[src/rtl/pwa_pkg.sv]
package pwa_pkg;
  typedef enum logic [1:0] {
    LS_B8  = 2'd0,
    LS_H16 = 2'd1,
    LS_W32 = 2'd2,
    LS_BAD = 2'd3
  } lane_sz_e;

  localparam int unsigned NUM_SIZES = 3;
  localparam int unsigned BASE_W    = 8;
endpackage

[src/rtl/pwa_rst_sync.sv]
module pwa_rst_sync (
  input  logic clk,
  input  logic rst_n,
  output logic rst_n_sync
);
  logic [1:0] stage_q;

  always_ff @(posedge clk or negedge rst_n) begin
    if (!rst_n) stage_q <= 2'b00;
    else        stage_q <= {stage_q[0], 1'b1};
  end

  assign rst_n_sync = stage_q[1];
endmodule

[src/rtl/pwa_pair_add.sv]
module pwa_pair_add #(
  parameter int unsigned DW = 128,
  parameter int unsigned NW = 8
) (
  input  logic [DW-1:0] src,
  input  logic [DW-1:0] dst,
  input  logic          is_unsigned,
  input  logic          accumulate,
  output logic [DW-1:0] sum
);
  localparam int unsigned WW    = 2 * NW;
  localparam int unsigned LANES = DW / WW;

  for (genvar k = 0; k < LANES; k++) begin : g_lane
    logic [NW-1:0] lo_el, hi_el;
    logic [WW-1:0] lo_ext, hi_ext, acc_term;

    assign lo_el    = src[k*WW +: NW];
    assign hi_el    = src[k*WW+NW +: NW];
    assign lo_ext   = {{NW{~is_unsigned & lo_el[NW-1]}}, lo_el};
    assign hi_ext   = {{NW{~is_unsigned & hi_el[NW-1]}}, hi_el};
    assign acc_term = accumulate ? dst[k*WW +: WW] : '0;
    assign sum[k*WW +: WW] = lo_ext + hi_ext + acc_term;
  end
endmodule

[src/rtl/pwa_datapath.sv]
module pwa_datapath
  import pwa_pkg::*;
#(
  parameter int unsigned DW = 128
) (
  input  logic [DW-1:0] src,
  input  logic [DW-1:0] dst,
  input  logic          is_unsigned,
  input  logic          accumulate,
  input  logic [1:0]    lane_size,
  input  logic          full_vec,
  output logic [DW-1:0] res
);
  localparam int unsigned HW = DW / 2;

  logic [DW-1:0] cand [NUM_SIZES];
  logic [DW-1:0] picked;
  lane_sz_e      sz;

  assign sz = lane_sz_e'(lane_size);

  for (genvar s = 0; s < NUM_SIZES; s++) begin : g_size
    pwa_pair_add #(
      .DW (DW),
      .NW (BASE_W << s)
    ) u_pair (
      .src         (src),
      .dst         (dst),
      .is_unsigned (is_unsigned),
      .accumulate  (accumulate),
      .sum         (cand[s])
    );
  end

  always_comb begin
    case (sz)
      LS_B8:   picked = cand[0];
      LS_H16:  picked = cand[1];
      LS_W32:  picked = cand[2];
      default: picked = '0;
    endcase
  end

  assign res = full_vec ? picked : {{HW{1'b0}}, picked[HW-1:0]};
endmodule

[src/rtl/pwa_ctrl.sv]
module pwa_ctrl (
  input  logic clk,
  input  logic rst_n,
  input  logic in_valid,
  input  logic out_ready,
  input  logic legal,
  output logic in_ready,
  output logic load,
  output logic out_valid,
  output logic out_err
);
  logic valid_q, valid_d;
  logic err_q, err_d;
  logic take;

  assign in_ready = ~valid_q | out_ready;
  assign take     = in_valid & in_ready;
  assign load     = take & legal;

  always_comb begin
    valid_d = valid_q;
    if (take)           valid_d = legal;
    else if (out_ready) valid_d = 1'b0;
    err_d = take & ~legal;
  end

  always_ff @(posedge clk or negedge rst_n) begin
    if (!rst_n) begin
      valid_q <= 1'b0;
      err_q   <= 1'b0;
    end else begin
      valid_q <= valid_d;
      err_q   <= err_d;
    end
  end

  assign out_valid = valid_q;
  assign out_err   = err_q;
endmodule

[src/rtl/pwa_widen_acc.sv]
module pwa_widen_acc
  import pwa_pkg::*;
#(
  parameter int unsigned DW = 128
) (
  input  logic          clk,
  input  logic          rst_n,
  input  logic          in_valid,
  output logic          in_ready,
  input  logic [DW-1:0] src,
  input  logic [DW-1:0] dst,
  input  logic          is_unsigned,
  input  logic          accumulate,
  input  logic [1:0]    lane_size,
  input  logic          full_vec,
  output logic          out_valid,
  input  logic          out_ready,
  output logic [DW-1:0] result,
  output logic          out_err
);
  logic          rst_n_int;
  logic          legal;
  logic          load;
  logic [DW-1:0] dp_res;
  logic [DW-1:0] res_q, res_d;

  pwa_rst_sync u_rst (
    .clk        (clk),
    .rst_n      (rst_n),
    .rst_n_sync (rst_n_int)
  );

  assign legal = (lane_size != LS_BAD);

  pwa_datapath #(.DW(DW)) u_dp (
    .src         (src),
    .dst         (dst),
    .is_unsigned (is_unsigned),
    .accumulate  (accumulate),
    .lane_size   (lane_size),
    .full_vec    (full_vec),
    .res         (dp_res)
  );

  pwa_ctrl u_ctrl (
    .clk       (clk),
    .rst_n     (rst_n_int),
    .in_valid  (in_valid),
    .out_ready (out_ready),
    .legal     (legal),
    .in_ready  (in_ready),
    .load      (load),
    .out_valid (out_valid),
    .out_err   (out_err)
  );

  always_comb begin
    res_d = res_q;
    if (load) res_d = dp_res;
  end

  always_ff @(posedge clk or negedge rst_n_int) begin
    if (!rst_n_int) res_q <= '0;
    else            res_q <= res_d;
  end

  assign result = res_q;
endmodule

[config.mk]
export PLATFORM = sky130hd
export DESIGN_NAME = pwa_widen_acc
export DESIGN_NICKNAME = d
export VERILOG_FILES = /design/src/rtl/pwa_pkg.sv /design/src/rtl/pwa_rst_sync.sv /design/src/rtl/pwa_pair_add.sv /design/src/rtl/pwa_datapath.sv /design/src/rtl/pwa_ctrl.sv /design/src/rtl/pwa_widen_acc.sv
export SDC_FILE = /design/constraint.sdc
export NUM_CORES = 2
export LEC_CHECK = 0
export BUFFER_PORTS_ARGS = -buffer_cell sky130_fd_sc_hd__buf_2
export CAP_MARGIN = 40
export CORE_MARGIN = 10
export CORE_UTILIZATION = 30
export CTS_BUF_LIST = sky130_fd_sc_hd__clkbuf_16
export DETAILED_ROUTE_END_ITERATION = 8
export PLACE_DENSITY = 0.44
export SLEW_MARGIN = 15
export SYNTH_ARGS = -nofsm -noshare
export SYNTH_HDL_FRONTEND = slang
export SYNTH_HIERARCHICAL = 1
export SYNTH_SLANG_ARGS = --single-unit
[constraint.sdc]
create_clock -name clk -period 7.4 [get_ports clk]
set_input_delay 0.37 -clock clk [delete_from_list [all_inputs] [get_ports clk]]
set_output_delay 0.37 -clock clk [all_outputs]
set_load 0.01 [all_outputs]
==> impl_metrics.csv <==
group,metric,value,unit
status,outcome,"completed",
drt,drcViolationCount,0,
placed_design,dp_hpwl,140200,um
cts,cts_tree,"done",
critical_path,worst-path-stages,32,
cts,postCtsSetupRepairBufs,0,
timing,final.setup.tns,0,ns
yosys,synth_cell_types,141,
yosys,postSynthAreaPerCell,7.587,sq um
timing,setup_viol_count_final,0,
critical_path,worst_setup_path_endpoint,"result[127]",
min_path,hold_path.class,"input port to flop",
critical_path,timing.critical_path.slowest_stage_cell,"sky130_fd_sc_hd__a2111oi_1",
timing,worstMarginPinSlew,0.8639,ns
drt,num_vias,42620,
placed_design,post_place_worst_slack,-0.005482,ns
critical_path,r2r.worst_path.cells,5,
global_route,grt_max_degree,108,
yosys,synth_area_in_simple_gates,22.30,%
yosys,postSynthRegisterBits,132,
drt,firstDrtPassIters,5,
final_layout,layout.cells.most_common,"sky130_fd_sc_hd__ha_1",
power_and_ir_drop,power.density_cell_area,169.6,nW/um^2
timing,unrepaired_setup_endpoints_after_global_routing,"no",
timing,number_of_max_slew_violations_in_the_final_report,0,
yosys,synthesis.instances,5625,
drt,total_wirelength,170500,um
timing,timing.fmax,0.1488,GHz
drt,drt-vias-per-instance,5.473,
critical_path,cpLargestDelayFamily,"compound AO/OA/AOI/OAI gates",
floorplan,ioPinCount,396,
critical_path,criticalPathCategory,"input port to flop",
job,number_of_max_cap_violations,0,
critical_path,worst_setup_path_startpoint,"src[64]",
timing,layout_setup_ws,0.6779,ns
placed_design,replace_congestion,0.9162,
drt,antenna_violating_nets_post_route,0,
drt,drt_iter0_drc,2638,
yosys,syn_nets,6484,
yosys,mux_share_of_post_synthesis_cell_area,7.197,%
placed_design,port-buffer-count,395,
floorplan,initial_core_util,30.18,%
cts,clock_tree_root_buffer_cell,"sky130_fd_sc_hd__clkbuf_16",
drt,routedWlPerCell,21.90,um
yosys,synth-edff-count,0,
timing,min_period,6.722,ns
floorplan,design.die.area,157700,sq um
global_route,number_of_global_route_vias_before_repair,41630,
min_path,hold_depth,2,
critical_path,start_kind,"input port",
power_and_ir_drop,total_power,7.954,mW
cts,cts.sinks,132,
final_layout,most_frequent_cells_in_the_layout,"566 x sky130_fd_sc_hd__ha_1, 466 x sky130_fd_sc_hd__a21oi_1, 425 x sky130_fd_sc_hd__xnor2_1",
timing,worst_clock_skew,0.01907,ns
yosys,synth_top_family_by_area,"compound AO/OA/AOI/OAI gates",
cts,ctsLongestPathBuffers,2,
global_route,first_pass_grt_wire_length,255700,um
global_route,track_usage,20.69,%
critical_path,worst_ep_required_time,7.85,ns
critical_path,worst_setup_path_end_kind,"flop",
final_layout,layout-drive-gt1-share,14.56,%
critical_path,crit_path_max_incr_delay,0.42,ns
cts,path_clk_slew,0.09,ns
cts,ctsHtreeMaxLevel,4,
critical_path,r2r_setup_slack,4.94,ns
floorplan,fp.dieW,397.2,um
timing,post-route-period-util,90.84,%
power_and_ir_drop,power_leakage,22.05,nW
yosys,synth_xor_area_share,11.83,%
critical_path,critical_path.reg2reg.startpoint,"u_ctrl/out_valid",
timing,final_count_of_hold_timing_violations,0,
cts,numCtsBuffers,17,
power_and_ir_drop,irDropWorstVdd,151.4,uV
yosys,adder_cell_area_share_of_the_yosys_netlist,18.00,%
floorplan,core.rowCount,138,
yosys,ys_async_sr_fraction,100.0,%
floorplan,design.core.area,141400,sq um
critical_path,worst-endpoint-arrival,7.17,ns
yosys,synth-warning-count,6,
floorplan,die-height,397.2,um
yosys,dominantRegCellSynth,"sky130_fd_sc_hd__dfrtp_1",
critical_path,reg2reg_to,"result[6]",
critical_path,crit_path_frequent_cell,"sky130_fd_sc_hd__a21oi_1",
global_route,grt.overflow.total,0,
global_route,initial_antenna_violation_count,24,
yosys,synth_compound_gate_area_share,27.82,%
yosys,synth_area,42680,sq um
critical_path,critPathBufInv,1,
cts,clk-insertion-delay-late,0.56,ns
timing,timing.hold.ws,0.09977,ns
final_layout,finalNetCount,6740,
timing,relSlewSlack,42.41,%
final_layout,area_growth_syn_to_layout,9.874,%
yosys,synth.yosys.seq_area_share,7.740,%
critical_path,critPathMaxFanout,5,
[repair_timing]
item | CTS | global route
endpoints found under the setup margin | 0 | 2
endpoints found under the hold margin | 2 | 0
resized for setup | 0 | 2
hold buffers | 1 | 0
[registers in the layout, indices dropped and copies added, names as in the netlist]
| register | cells |
|---|---|
| result | 128 |
| u_ctrl/out_err | 1 |
| u_rst/stage_q | 2 |
| u_ctrl/out_valid | 1 |
[report_power, final]
group,switching [mW],internal [mW]
Combinational,3.46,2.36
Clock,0.487,0.594
Sequential,0.128,0.928
[per-layer routing]
metal	vias to the layer above	global-route usage, %	part of all wire (%)
li1	21060	-	-
met1	20320	26.45	45
met2	1073	36.21	48
met3	159	3.332	5.2
met4	12	4.556	2.1
met5	-	0	0.047
[synth_stat cells (14+ instances only)]
library cell                count  area (sq um)
sky130_fd_sc_hd__o221ai_1      14         122.6
sky130_fd_sc_hd__inv_1        235         882.1
sky130_fd_sc_hd__a21o_1       201          1509
sky130_fd_sc_hd__a21oi_1      466          2332
sky130_fd_sc_hd__a211oi_1      80         600.6
sky130_fd_sc_hd__or2_2         19         118.9
sky130_fd_sc_hd__nand4_1       50         312.8
sky130_fd_sc_hd__xor2_1       141          1235
sky130_fd_sc_hd__a211o_1       14         122.6
sky130_fd_sc_hd__a2111oi_0     17         148.9
sky130_fd_sc_hd__nand3_1      150         750.7
sky130_fd_sc_hd__or3_1         24         150.1
sky130_fd_sc_hd__o21a_1        69         518.0
sky130_fd_sc_hd__a31oi_1       66         412.9
sky130_fd_sc_hd__o22ai_1       22         137.6
sky130_fd_sc_hd__o21ai_1      118         590.6
sky130_fd_sc_hd__o21ai_0      232          1161
sky130_fd_sc_hd__o21bai_1      89         668.1
sky130_fd_sc_hd__nand2b_1      49         306.5
sky130_fd_sc_hd__dfrtp_1      132          3303
sky130_fd_sc_hd__nand2_2       61         381.6
sky130_fd_sc_hd__nor2b_1       78         488.0
sky130_fd_sc_hd__mux2i_1      152          1521
sky130_fd_sc_hd__nor4_1        23         143.9
sky130_fd_sc_hd__fa_1          28         560.5
sky130_fd_sc_hd__mux2_2       132          1486
sky130_fd_sc_hd__and3_1        44         275.3
sky130_fd_sc_hd__a31o_2        14         122.6
sky130_fd_sc_hd__xnor2_1      425          3722
sky130_fd_sc_hd__clkbuf_1     102         382.9
sky130_fd_sc_hd__and2_1       344          2152
sky130_fd_sc_hd__nor3_1        96         480.5
sky130_fd_sc_hd__nand2_1      422          1584
sky130_fd_sc_hd__buf_2         40         200.2
sky130_fd_sc_hd__o31ai_1       26         195.2
sky130_fd_sc_hd__ha_1         566          7082
sky130_fd_sc_hd__o2111ai_1     15         131.4
sky130_fd_sc_hd__nor2_1       330          1239
sky130_fd_sc_hd__a21boi_0      17         127.6
sky130_fd_sc_hd__nand3b_1      72         540.5
sky130_fd_sc_hd__buf_6         21         236.5
sky130_fd_sc_hd__o211ai_1      37         277.8
sky130_fd_sc_hd__o21ai_2       65         569.3
[how the worst min path moves through the flow]
stage | from | to | slack (ns)
finish | in_valid | u_ctrl/out_err | 0.1
global route | in_valid | u_ctrl/out_err | 0.08
CTS | in_valid | u_ctrl/out_err | 0.04
detailed placement | rst_n | u_rst/stage_q[1] | 0.16
global placement | rst_n | u_rst/stage_q[0] | 0.16
floorplan | rst_n | u_rst/stage_q[0] | 0.07
[metrics by stage]
stage / cell area [sq um] / cells / utilization [%]
after floorplan: 42680 / 5625 / -
after global placement: 46120 / 7745 / 32.61
after detailed placement: 46200 / 7750 / 32.67
after CTS: 46850 / 7783 / 33.13
after global routing: 46890 / 7785 / 33.16
final: 46890 / 7787 / 33.16
[cell families after synthesis]
| logic type | Yosys count |
|---|---|
| and+or+nand+nor | 1823 |
| AOI/OAI and AO/OA | 1763 |
| adders and majority gates | 598 |
| xor gates and xnor gates | 571 |
| buffers and inverters | 448 |
| muxes | 289 |
| DFF | 132 |
| other | 1 |
[layout make-up]
| cell class | instances | area [sq um] |
|---|---|---|
| Tap cell | 1890 | 2365 |
| Multi-Input combinational cell | 5045 | 37220 |
| Clock buffer | 17 | 425.4 |
| Fill cell | 15250 | 94520 |
| Sequential cell | 132 | 3307 |
| Clock inverter | 15 | 212.7 |
| Timing Repair Buffer | 437 | 2407 |
| Antenna cell | 3 | 7.507 |
| Inverter | 248 | 945.9 |
Note: power is estimated with default switching activity, not from simulation.
